`config.mk`:
```
export PLATFORM = sky130hd
export DESIGN_NAME = seqspi_engine
export DESIGN_NICKNAME = d
export VERILOG_FILES = /design/src/rtl/seqspi_pkg.sv /design/src/rtl/seqspi_shifter.sv /design/src/rtl/seqspi_sequencer.sv /design/src/rtl/seqspi_engine.sv
export SDC_FILE = /design/constraint.sdc
export NUM_CORES = 1
export LEC_CHECK = 0
export ABC_CLOCK_PERIOD_IN_PS = 2900
export BUFFER_PORTS_ARGS = -buffer_cell sky130_fd_sc_hd__buf_2
export CORE_ASPECT_RATIO = 1.1
export CORE_MARGIN = 3
export CORE_UTILIZATION = 40
export DETAILED_ROUTE_END_ITERATION = 7
export HOLD_SLACK_MARGIN = 0.15
export MAX_ROUTING_LAYER = met4
export SLEW_MARGIN = 5
export SYNTH_ARGS = -nofsm -noshare
export SYNTH_HDL_FRONTEND = slang
export SYNTH_HIERARCHICAL = 1
export SYNTH_SLANG_ARGS = --single-unit
```
`constraint.sdc`:
```
create_clock -name clk -period 2.9 [get_ports clk]
set_input_delay 0.58 -clock clk [delete_from_list [all_inputs] [get_ports clk]]
set_output_delay 0.58 -clock clk [all_outputs]
set_load 0.05 [all_outputs]
```
`src/rtl/seqspi_pkg.sv`:
```
package seqspi_pkg;
  localparam int REG_AW = 3;
  localparam logic [REG_AW-1:0] A_PROG = 3'd0;
  localparam logic [REG_AW-1:0] A_LOOP = 3'd1;
  localparam logic [REG_AW-1:0] A_CLK  = 3'd2;
  localparam logic [REG_AW-1:0] A_TXD  = 3'd3;
  localparam logic [REG_AW-1:0] A_RXD  = 3'd4;
  localparam logic [REG_AW-1:0] A_STAT = 3'd5;

  localparam int LOOP_LSB   = 32;
  localparam int ST_RX_FULL = 63;
  localparam int ST_RX_UND  = 61;
  localparam int ST_TX_FULL = 59;
  localparam int ST_TX_OVR  = 58;
  localparam int ST_STATE   = 48;
  localparam int ST_BADOP   = 12;

  typedef enum logic [2:0] {
    SQ_IDLE, SQ_FETCH, SQ_OUT_WAIT, SQ_OUT_BYTE,
    SQ_IN_WAIT, SQ_IN_BYTE, SQ_COPY
  } sq_state_e;
endpackage

```
`src/rtl/seqspi_shifter.sv`:
```
module seqspi_shifter #(
  parameter int DIV_W = 12
) (
  input  logic             clk,
  input  logic             rst_n,
  input  logic             clr,
  input  logic             start,
  input  logic [7:0]       tx_byte,
  input  logic [DIV_W-1:0] div,
  input  logic             miso,
  output logic             sck,
  output logic             mosi,
  output logic             busy,
  output logic             done,
  output logic [7:0]       rx_byte
);
  logic [DIV_W-1:0] half_cnt;
  logic [2:0]       bit_idx;
  logic [7:0]       tx_sh;
  logic [7:0]       rx_sh;

  always_ff @(posedge clk) begin
    if (!rst_n || clr) begin
      busy     <= 1'b0;
      sck      <= 1'b0;
      done     <= 1'b0;
      half_cnt <= '0;
      bit_idx  <= '0;
      tx_sh    <= '0;
      rx_sh    <= '0;
    end else begin
      done <= 1'b0;
      if (start && !busy) begin
        busy     <= 1'b1;
        sck      <= 1'b0;
        half_cnt <= '0;
        bit_idx  <= '0;
        tx_sh    <= tx_byte;
      end else if (busy) begin
        if (half_cnt == div) begin
          half_cnt <= '0;
          if (!sck) begin
            sck   <= 1'b1;
            rx_sh <= {rx_sh[6:0], miso};
          end else begin
            sck <= 1'b0;
            if (bit_idx == 3'd7) begin
              busy <= 1'b0;
              done <= 1'b1;
            end else begin
              bit_idx <= bit_idx + 3'd1;
              tx_sh   <= {tx_sh[6:0], 1'b0};
            end
          end
        end else begin
          half_cnt <= half_cnt + DIV_W'(1);
        end
      end
    end
  end

  assign mosi    = busy & tx_sh[7];
  assign rx_byte = rx_sh;

  AST_SCK_IDLE_LOW: assert property (@(posedge clk) disable iff (!rst_n)
    !busy |-> !sck);
  AST_START_WHEN_FREE: assert property (@(posedge clk) disable iff (!rst_n)
    start |-> !busy);
endmodule

```
`src/rtl/seqspi_sequencer.sv`:
```
module seqspi_sequencer
  import seqspi_pkg::*;
#(
  parameter int CNT_W = 8
) (
  input  logic             clk,
  input  logic             rst_n,
  input  logic             clr,
  input  logic             start,
  input  logic [63:0]      prog,
  input  logic [CNT_W-1:0] loops,
  input  logic             tdr_full,
  input  logic [63:0]      tdr_data,
  input  logic             rdr_full,
  input  logic             sh_done,
  input  logic [7:0]       sh_rx,
  output logic             sh_start,
  output logic [7:0]       sh_byte,
  output logic             tdr_take,
  output logic             rdr_load,
  output logic [63:0]      rdr_data,
  output logic [3:0]       cs_sel,
  output logic [7:0]       state_bits,
  output logic             bad_op
);
  sq_state_e        st;
  logic [3:0]       pc;
  logic [3:0]       cnt;
  logic [CNT_W-1:0] loops_left;
  logic [63:0]      tx_hold;
  logic [55:0]      rx_acc;
  logic [5:0]       op_sh;
  logic [7:0]       op;
  logic             copy_go;
  logic             len_ok;

  assign op_sh   = {~pc[2:0], 3'b000};
  assign op      = prog[op_sh +: 8];
  assign len_ok  = (op[3:0] != 4'd0) && (op[3:0] <= 4'd8);
  assign copy_go = (st == SQ_COPY) && tdr_full && !rdr_full;

  assign tdr_take = ((st == SQ_OUT_WAIT) && tdr_full) || copy_go;
  assign rdr_load = ((st == SQ_IN_BYTE) && sh_done && (cnt == 4'd1)) || copy_go;
  assign rdr_data = (st == SQ_COPY) ? tdr_data : {rx_acc, sh_rx};

  always_comb begin
    unique case (st)
      SQ_IDLE:                  state_bits = 8'h01;
      SQ_FETCH:                 state_bits = 8'h02;
      SQ_OUT_WAIT, SQ_OUT_BYTE: state_bits = 8'h04;
      SQ_IN_WAIT, SQ_IN_BYTE:   state_bits = 8'h08;
      default:                  state_bits = 8'h10;
    endcase
  end

  always_ff @(posedge clk) begin
    if (!rst_n || clr) begin
      st         <= SQ_IDLE;
      pc         <= '0;
      cnt        <= '0;
      loops_left <= '0;
      tx_hold    <= '0;
      rx_acc     <= '0;
      cs_sel     <= '0;
      sh_start   <= 1'b0;
      sh_byte    <= '0;
      bad_op     <= 1'b0;
    end else begin
      sh_start <= 1'b0;
      bad_op   <= 1'b0;
      unique case (st)
        SQ_IDLE: if (start) begin
          pc         <= '0;
          loops_left <= loops;
          st         <= SQ_FETCH;
        end
        SQ_FETCH: begin
          if (pc[3]) begin
            st     <= SQ_IDLE;
            cs_sel <= '0;
          end else begin
            unique case (op[7:4])
              4'h0: begin
                st     <= SQ_IDLE;
                cs_sel <= '0;
                bad_op <= (op[3:0] != 4'd0);
              end
              4'h1: begin
                cs_sel <= op[3:0];
                pc     <= pc + 4'd1;
              end
              4'h3, 4'h4: begin
                if (len_ok) begin
                  cnt    <= op[3:0];
                  rx_acc <= '0;
                  st     <= op[6] ? SQ_IN_WAIT : SQ_OUT_WAIT;
                end else begin
                  st     <= SQ_IDLE;
                  cs_sel <= '0;
                  bad_op <= 1'b1;
                end
              end
              4'hC: begin
                if (op[3:0] == 4'd0) st <= SQ_COPY;
                else begin
                  st     <= SQ_IDLE;
                  cs_sel <= '0;
                  bad_op <= 1'b1;
                end
              end
              4'hE: begin
                if (op[3]) begin
                  st     <= SQ_IDLE;
                  cs_sel <= '0;
                  bad_op <= 1'b1;
                end else if (loops_left != '0) begin
                  loops_left <= loops_left - CNT_W'(1);
                  pc         <= {1'b0, op[2:0]};
                end else begin
                  pc <= pc + 4'd1;
                end
              end
              default: begin
                st     <= SQ_IDLE;
                cs_sel <= '0;
                bad_op <= 1'b1;
              end
            endcase
          end
        end
        SQ_OUT_WAIT: if (tdr_full) begin
          sh_byte  <= tdr_data[63:56];
          tx_hold  <= {tdr_data[55:0], 8'h00};
          sh_start <= 1'b1;
          st       <= SQ_OUT_BYTE;
        end
        SQ_OUT_BYTE: if (sh_done) begin
          if (cnt == 4'd1) begin
            pc <= pc + 4'd1;
            st <= SQ_FETCH;
          end else begin
            cnt      <= cnt - 4'd1;
            sh_byte  <= tx_hold[63:56];
            tx_hold  <= {tx_hold[55:0], 8'h00};
            sh_start <= 1'b1;
          end
        end
        SQ_IN_WAIT: if (!rdr_full) begin
          sh_byte  <= 8'h00;
          sh_start <= 1'b1;
          st       <= SQ_IN_BYTE;
        end
        SQ_IN_BYTE: if (sh_done) begin
          rx_acc <= {rx_acc[47:0], sh_rx};
          if (cnt == 4'd1) begin
            pc <= pc + 4'd1;
            st <= SQ_FETCH;
          end else begin
            cnt      <= cnt - 4'd1;
            sh_start <= 1'b1;
          end
        end
        default: if (copy_go) begin
          pc <= pc + 4'd1;
          st <= SQ_FETCH;
        end
      endcase
    end
  end

  AST_STATE_ONE_HOT: assert property (@(posedge clk) disable iff (!rst_n)
    $countones(state_bits) == 1);
  AST_IDLE_DESELECTED: assert property (@(posedge clk) disable iff (!rst_n)
    (st == SQ_IDLE) |-> (cs_sel == 4'd0));
endmodule

```
`src/rtl/seqspi_engine.sv`:
```
module seqspi_engine
  import seqspi_pkg::*;
#(
  parameter int NUM_CS = 4,
  parameter int DIV_W  = 12,
  parameter int CNT_W  = 8
) (
  input  logic              clk,
  input  logic              rst_n,
  input  logic              req_valid,
  output logic              req_ready,
  input  logic              req_write,
  input  logic [2:0]        req_addr,
  input  logic [63:0]       req_wdata,
  output logic              rsp_valid,
  output logic [63:0]       rsp_data,
  output logic              sck,
  output logic              mosi,
  input  logic              miso,
  output logic [NUM_CS-1:0] cs_n
);
  localparam int DIV_MSB = 63;

  logic [63:0] prog_q, loop_q, clk_q, tdr_q, rdr_q, stat_w, rd_mux;
  logic        tdr_full, rdr_full, tx_ovr, rx_und, err_op, armed;
  logic        wr_en, rd_en, soft_rst, start;
  logic        sh_start, sh_busy, sh_done, tdr_take, rdr_load, bad_op;
  logic [7:0]  sh_byte, sh_rx, state_bits;
  logic [63:0] rdr_data;
  logic [3:0]  cs_sel;

  assign req_ready = 1'b1;
  assign wr_en     = req_valid && req_write;
  assign rd_en     = req_valid && !req_write;
  assign soft_rst  = wr_en && (req_addr == A_CLK) && armed
                     && req_wdata[37] && req_wdata[39];
  assign start     = wr_en && (req_addr == A_PROG) && state_bits[0];

  always_comb begin
    stat_w                       = '0;
    stat_w[ST_RX_FULL]           = rdr_full;
    stat_w[ST_RX_UND]            = rx_und;
    stat_w[ST_TX_FULL]           = tdr_full;
    stat_w[ST_TX_OVR]            = tx_ovr;
    stat_w[ST_STATE +: 8]        = state_bits;
    stat_w[ST_BADOP]             = err_op;
  end

  always_comb begin
    unique case (req_addr)
      A_PROG:  rd_mux = prog_q;
      A_LOOP:  rd_mux = loop_q;
      A_CLK:   rd_mux = clk_q;
      A_TXD:   rd_mux = tdr_q;
      A_RXD:   rd_mux = rdr_q;
      A_STAT:  rd_mux = stat_w;
      default: rd_mux = '0;
    endcase
  end

  always_ff @(posedge clk) begin
    if (!rst_n) begin
      rsp_valid <= 1'b0;
      rsp_data  <= '0;
      prog_q    <= '0;
      loop_q    <= '0;
      clk_q     <= '0;
      tdr_q     <= '0;
      rdr_q     <= '0;
      tdr_full  <= 1'b0;
      rdr_full  <= 1'b0;
      tx_ovr    <= 1'b0;
      rx_und    <= 1'b0;
      err_op    <= 1'b0;
      armed     <= 1'b0;
    end else begin
      rsp_valid <= rd_en;
      if (rd_en) rsp_data <= rd_mux;
      if (wr_en && req_addr == A_LOOP) loop_q <= req_wdata;
      if (start) prog_q <= req_wdata;
      if (wr_en && req_addr == A_CLK) begin
        clk_q <= req_wdata;
        armed <= req_wdata[36] && req_wdata[38];
      end
      if (soft_rst) begin
        tdr_full <= 1'b0;
        rdr_full <= 1'b0;
        tx_ovr   <= 1'b0;
        rx_und   <= 1'b0;
        err_op   <= 1'b0;
        armed    <= 1'b0;
      end else begin
        if (tdr_take) tdr_full <= 1'b0;
        if (wr_en && req_addr == A_TXD) begin
          if (tdr_full) tx_ovr <= 1'b1;
          else begin
            tdr_q    <= req_wdata;
            tdr_full <= 1'b1;
          end
        end
        if (rd_en && req_addr == A_RXD) begin
          if (rdr_full) rdr_full <= 1'b0;
          else          rx_und   <= 1'b1;
        end
        if (rdr_load) begin
          rdr_q    <= rdr_data;
          rdr_full <= 1'b1;
        end
        if (bad_op) err_op <= 1'b1;
      end
    end
  end

  seqspi_sequencer #(.CNT_W(CNT_W)) u_seq (
    .clk        (clk),
    .rst_n      (rst_n),
    .clr        (soft_rst),
    .start      (start),
    .prog       (prog_q),
    .loops      (loop_q[LOOP_LSB +: CNT_W]),
    .tdr_full   (tdr_full),
    .tdr_data   (tdr_q),
    .rdr_full   (rdr_full),
    .sh_done    (sh_done),
    .sh_rx      (sh_rx),
    .sh_start   (sh_start),
    .sh_byte    (sh_byte),
    .tdr_take   (tdr_take),
    .rdr_load   (rdr_load),
    .rdr_data   (rdr_data),
    .cs_sel     (cs_sel),
    .state_bits (state_bits),
    .bad_op     (bad_op)
  );

  seqspi_shifter #(.DIV_W(DIV_W)) u_shift (
    .clk     (clk),
    .rst_n   (rst_n),
    .clr     (soft_rst),
    .start   (sh_start),
    .tx_byte (sh_byte),
    .div     (clk_q[DIV_MSB -: DIV_W]),
    .miso    (miso),
    .sck     (sck),
    .mosi    (mosi),
    .busy    (sh_busy),
    .done    (sh_done),
    .rx_byte (sh_rx)
  );

  for (genvar g = 0; g < NUM_CS; g++) begin : g_cs
    assign cs_n[g] = (cs_sel != 4'(g + 1));
  end

  AST_CS_AT_MOST_ONE: assert property (@(posedge clk) disable iff (!rst_n)
    $onehot0(~cs_n));
  AST_RX_NO_OVERWRITE: assert property (@(posedge clk) disable iff (!rst_n)
    rdr_load |-> !rdr_full);
  AST_TX_TAKE_FULL: assert property (@(posedge clk) disable iff (!rst_n)
    tdr_take |-> tdr_full);
  AST_OVR_STICKY: assert property (@(posedge clk) disable iff (!rst_n)
    (tx_ovr && !soft_rst) |=> tx_ovr);
  AST_RSP_FOLLOWS_READ: assert property (@(posedge clk) disable iff (!rst_n)
    rd_en |=> rsp_valid);
endmodule

```
==> results.toml, run 1 <==
[status]
status = "finished, violations left"
violations = "setup timing"

[die]
row_count = 98
start_util_pct = 40.67
dieArea_mm2 = 0.06970
die_x_um = 252
die_y_um = 276.6
coreArea_mm2 = 0.06548
io_pins = 144

[timing]
fmaxAchievable_mhz = 341.5
timing.final.max_slew_violations = 0
final-hold-violation-count = 0
rsz0062_at_grt = "yes"
finalSetupViolations = 27
fin_crit_sh_pct = 101.0
final.min_clock_period_ns = 2.929
relSlewSlack_pct = 15.04
setup_tns_ns = -0.3021
fin_worst_skew_ns = 0.02749
worst_pin_slew_ns = 1.271
setup_ws_ns = -0.02868

[route]
viasPerCell = 5.926
final_antenna_net_count = 0
dr.first_iter.drc_count = 2357
vias = 24260
drtPass1Iterations = 8
wl_per_cell_um = 24.36
wl_um = 99730
post-route-drc-count = 0

[power_and_ir_drop]
comb_power_share_pct = 8.8
finalPower_mw = 17.35
switching_power_mw = 4.471
pwr_density_cell_mw_per_mm2 = 565.5
peakVddDrop_v = 0.0004203
clockPowerShare_pct = 45.1
p_leak_nw = 10.64
seq_power_share_pct = 46.1
internal-power_mw = 12.88
swShare_pct = 25.77

[critical_path]
critPathMaxFanout = 28
worstSetupPathType = "flop to flop"
max_stage_delay_ns = 0.54
critPathRequiredTime_ns = 3.43
end_kind = "flop"
critical_path.slowest_cell = "mux4_2"
worst_path_most_repeated_cell = "buf_12"
crit_path_start_kind = "flop"
path_cells = "buf_12 -> mux4_2 -> mux2_4 -> a311oi_4 -> mux2i_4 -> o32ai_4 -> buf_12 -> clkbuf_16 -> nand3_1 -> o21ai_1"
cp_data_arrival_time_ns = 3.46

[global_route]
first_global_vias = 23060
grt_start_max_net_pins = 246
grt_pass1_wl_um = 146800
antenna_found_initial = 4
grt_use_total_pct = 28.06
grt-ovfl-total = 0

[clock_network]
ctsHoldBuffers = 0
clk_latency_ns = 0.65
ctsLongestPathBuffers = 3
clk_pin_slew_ns = 0.06
cts_tree = "done"
root_buffer = "clkbuf_16"
clock_sinks = 570
cts.htree.levels = 2
numCtsBuffers = 60

[logic_synthesis]
synth_top_area_share_pct = 42.86
yosysSeqAreaShare_pct = 42.86
netlist_area_mm2 = 0.02663
ys_async_sr_fraction_pct = 0
synth_cell_types = 91
ys.flop_type = "dfxtp_1"
synth-edff-count = 0
synth_area_leaders = "dfxtp_1 (43%), nand2_1 (10%), a21boi_0 (5.9%)"
yosys_warnings = 6
ys_ff_latch = 570
syn_inst = 3140
yosysTopAreaCell = "dfxtp_1"
synth_area_per_cell_um2 = 8.480

[placed_design]
hpwlAfterDp_um = 66860
globalplace.congestion = 0.9177
dp.cells = 3973
placement.io_buffers = 142

[min_path]
hp-class = "input port to flop"

[finish]
final_cells = 4094
layout.nets = 3275
postLayoutCoreUtil_pct = 46.87
final_layout_size_suffix_gt1_share_pct = 17.43
syn2layout_area_growth_pct = 15.25

[run]
drv_cap = 0
layer usage:
layer | global-route usage (%) | up-vias | routed length [um]
met2 | 45.26 | 1045 | 47060
met5 | - | - | 0
li1 | - | 11170 | -
met4 | 12.06 | 0 | 4594
met1 | 35.14 | 11810 | 40980
met3 | 4.029 | 242 | 7104
stage by stage:
step / setup slack, ns / cell area (um2) / hold slack, ns
detailed placement: -0.09844 / 28360 / 0.4457
CTS: -0.02468 / 30390 / 0.1786
global placement: -0.1255 / 28360 / 0.4356
finish: -0.02868 / 30690 / 0.2069
floorplan: 0.01978 / 26640 / 0.4114
global route: -0.07148 / 30690 / 0.2072
state kept, by name, indices dropped and copies added (netlist names), 56 cells and up:
signal and count:
u_seq/rx_acc 56, clk_q 64, prog_q 64, rdr_q 64, loop_q 64, tdr_q 64, u_seq/tx_hold 56, rsp_data 64
placed cells by master (no fill, tap or decap), types with 19 or more instances in the layout:
| cell | Yosys | routed |
|---|---|---|
| a222oi_1 | 22 | 22 |
| buf_2 | 54 | 140 |
| clkbuf_16 | 0 | 66 |
| a21boi_1 | 47 | 47 |
| o2bb2a_1 | 28 | 28 |
| dfxtp_1 | 570 | 568 |
| xor2_1 | 20 | 20 |
| nand3_1 | 187 | 175 |
| buf_4 | 31 | 94 |
| and3b_1 | 23 | 23 |
| a21oi_1 | 64 | 64 |
| a22oi_1 | 62 | 62 |
| buf_12 | 0 | 19 |
| nor3_1 | 30 | 30 |
| a211oi_1 | 38 | 38 |
| a21boi_0 | 211 | 211 |
| o2bb2ai_1 | 40 | 40 |
| mux2i_1 | 74 | 70 |
| o21ai_0 | 146 | 126 |
| nor2_1 | 168 | 163 |
| o21ai_1 | 34 | 52 |
| a311oi_1 | 49 | 49 |
| nand2_1 | 727 | 725 |
| mux2_2 | 97 | 95 |
power by group through the flow:
stage                     clock network, mW  registers (mW)  logic [mW]
after global placement                    0            8.17        1.44
after CTS                              7.93            8.00        1.47
after detailed placement                  0            8.17        1.45
final                                  7.82            8.00        1.53
after floorplan                           0            8.24       0.780
after global routing                   8.21            8.01        1.60
synth_stat cells (16+ instances only):
cell / count
nand2_1: 727
dfxtp_1: 570
a21boi_0: 211
nand3_1: 187
nor2_1: 168
clkbuf_1: 163
o21ai_0: 146
mux2_2: 97
mux2i_1: 74
a21oi_1: 64
a22oi_1: 62
buf_2: 54
a311oi_1: 49
a21boi_1: 47
o2bb2ai_1: 40
a211oi_1: 38
o21ai_1: 34
buf_4: 31
nor3_1: 30
o2bb2a_1: 28
and3b_1: 23
a222oi_1: 22
xor2_1: 20
nor2b_1: 19
mux4_2: 16
worst paths after layout:
path | start | end | slack [ns] | depth (start not counted)
max | u_seq/pc[0] | u_seq/rx_acc[48] | -0.03 | 10
min | req_wdata[5] | loop_q[5] | 0.21 | 3
max reg2reg | u_seq/pc[0] | u_seq/rx_acc[48] | -0.03 | 10
min reg2reg | u_seq/rx_acc[52] | u_seq/rx_acc[52] | 0.45 | 2
kinds of logic (layout without fill, tap and decap cells):
kind of cell / count (synthesis) / count (layout) / synth area share, %
compound gates: 803 / 803 / 21.57
xor+xnor: 27 / 27 / 0.8881
fa+ha+maj: 11 / 11 / 0.5169
buf+inv: 295 / 394 / 5.221
flops: 570 / 570 / 42.86
mux: 187 / 187 / 8.237
other cells: 2 / 7 / 0.02820
simple gates: 1245 / 1245 / 20.68
area by class of cell:
| class | count | area (um2) |
|---|---|---|
| antenna | 3 | 7.507 |
| clock buffer | 82 | 1705 |
| clock inverter | 29 | 275.3 |
| fill | 6310 | 34790 |
| inverter | 19 | 71.32 |
| multi-input combinational | 2277 | 14130 |
| sequential | 570 | 11420 |
| tap | 850 | 1064 |
| timing repair buffer | 264 | 2016 |
worst max-delay path, delay by kind of cell, from the launching register on:
family / cells / cell delay, ns
simple gates: 1 / 0.10
flops: 1 / 0.38
compound gates: 3 / 0.58
buf+inv: 3 / 0.51
mux: 3 / 1.24
what timing repair did:
item	4_1_cts	5_1_grt
cloned	0	6
gates resized for setup	6	52
pin swaps	1	8
buffers inserted	1	0
setup endpoints to repair	62	74
Power figures use the tool's default switching activity.
==> inputs of run 2 (changes only) <==
--- a/config.mk
+++ b/config.mk
@@ -6,11 +6,11 @@
 export NUM_CORES = 1
 export LEC_CHECK = 0
 export ABC_CLOCK_PERIOD_IN_PS = 2900
-export BUFFER_PORTS_ARGS = -buffer_cell sky130_fd_sc_hd__buf_2
 export CORE_ASPECT_RATIO = 1.1
 export CORE_MARGIN = 3
 export CORE_UTILIZATION = 40
 export DETAILED_ROUTE_END_ITERATION = 7
+export DONT_BUFFER_PORTS = 1
 export HOLD_SLACK_MARGIN = 0.15
 export MAX_ROUTING_LAYER = met4
 export SLEW_MARGIN = 5
==> results.toml, run 2 (same netlist as run 1, synthesis figures left out) <==
[status]
status = "finished clean"

[clock_network]
cts.htree.levels = 2
clock_sinks = 570
ctsLongestPathBuffers = 3
clk_pin_slew_ns = 0.06
numCtsBuffers = 60
cts_tree = "done"
clk_latency_ns = 0.65
root_buffer = "clkbuf_16"

[critical_path]
max_stage_delay_ns = 0.54
path_cells = "buf_12 -> mux4_2 -> mux2_4 -> a311oi_2 -> buf_4 -> mux2i_4 -> o32ai_4 -> buf_12 -> buf_12 -> nand3_1 -> o21ai_1"
path_buf_inv = 4
worstSetupPathType = "flop to flop"
cpLargestDelayFamily = "multiplexers"
critical_path.slowest_cell = "mux4_2"
critPathRequiredTime_ns = 3.42
end_kind = "flop"
worst_path_most_repeated_cell = "buf_12"
critPathMaxFanout = 30
crit_path_start_kind = "flop"
cp_data_arrival_time_ns = 3.36

[global_route]
grt_pass1_wl_um = 147400
first_global_vias = 22480
grt_start_max_net_pins = 428
grt_use_total_pct = 28.34
grt-ovfl-total = 0
antenna_found_initial = 4

[timing]
fmaxAchievable_mhz = 352.6
finalSetupViolations = 0
rsz0062_at_grt = "yes"
fin_worst_skew_ns = 0.03414
fin_crit_sh_pct = 97.80
final.min_clock_period_ns = 2.836
timing.final.max_slew_violations = 0
relSlewSlack_pct = 8.082
setup_tns_ns = 0
final-hold-violation-count = 0
worst_pin_slew_ns = 1.379

[placed_design]
placement.io_buffers = 0
hpwlAfterDp_um = 65940
postPlaceCellArea_mm2 = 0.02750
globalplace.congestion = 0.8908

[die]
die_y_um = 276.6
die_x_um = 252
dieArea_mm2 = 0.06970
row_count = 98
io_pins = 144
coreArea_mm2 = 0.06548
start_util_pct = 40.67

[route]
viasPerCell = 5.909
final_antenna_net_count = 0
vias = 23600
dr.first_iter.drc_count = 2188
post-route-drc-count = 0
wl_um = 99190
drtPass1Iterations = 6
wl_per_cell_um = 24.83

[power_and_ir_drop]
p_leak_nw = 10.08
pwr_density_cell_mw_per_mm2 = 564.8
peakVddDrop_v = 0.0004865

[finish]
postLayoutCoreUtil_pct = 46.19
final_cell_mix = "nand2_1 (725), dfxtp_1 (567), a21boi_0 (211)"
layout.nets = 3181
final_layout_size_suffix_gt1_share_pct = 12.20
fill_cells = 6367
syn2layout_area_growth_pct = 13.58
final_area_mm2 = 0.03024
layout_commonest_cell = "nand2_1"

[run]
drv_cap = 0

[min_path]
hp-class = "input port to flop"
[run 2: repair_timing]
action,4_1_cts,5_1_grt
resized for setup,2,32
endpoints found under the hold margin,257,2
hold buffers,65,2
pin swaps,0,8
setup endpoints to repair,21,75
buffers inserted,0,2
[run 2: cell type report]
type / instances / area [um2] / area share, %
Antenna cell: 4 / 10.01 / 0.03310
Tap cell: 850 / 1064 / 3.516
Inverter: 19 / 71.32 / 0.2358
Clock inverter: 18 / 231.5 / 0.7653
Sequential cell: 570 / 11410 / 37.74
Clock buffer: 86 / 1709 / 5.651
Multi-Input combinational cell: 2277 / 14060 / 46.50
Timing Repair Buffer: 170 / 1679 / 5.552
[run 2: stage by stage]
stage,std cells,setup slack (ns),hold WS (ns),power [mW]
2_1_floorplan,3142,0.01978,0.4114,9.021
5_1_grt,3994,-0.05726,0.1666,17.58
6_report,3994,0.06382,0.1785,17.08
4_1_cts,3986,0.005912,0.1587,17.14
3_3_place_gp,3817,-0.06326,0.4379,9.301
3_5_place_dp,3817,-0.08328,0.4415,9.309
[run 2: path summary, 6_finish.rpt]
kind                 start                to  slack, ns  cells past startpoint
max            u_seq/pc[0]  u_seq/rx_acc[36]       0.06                     11
min          req_wdata[58]        prog_q[58]       0.18                      2
max reg2reg    u_seq/pc[0]  u_seq/rx_acc[36]       0.06                     11
min reg2reg     loop_q[24]        loop_q[24]       0.45                      2
[run 2: power by group]
part           internal, mW  switching [mW]  total, mW
clock                  4.43            3.32       7.75
combinational         0.473           0.739       1.21
sequential             7.92           0.203       8.12
total                  12.8            4.26       17.1
[run 2: routing by layer]
layer	vias to the layer above	global-route usage, %	part of all wire [%]
met3	205	4.414	6.9
met4	0	11.61	4.4
li1	11000	-	-
met2	890	45.43	47
met5	-	-	0
met1	11500	35.71	42
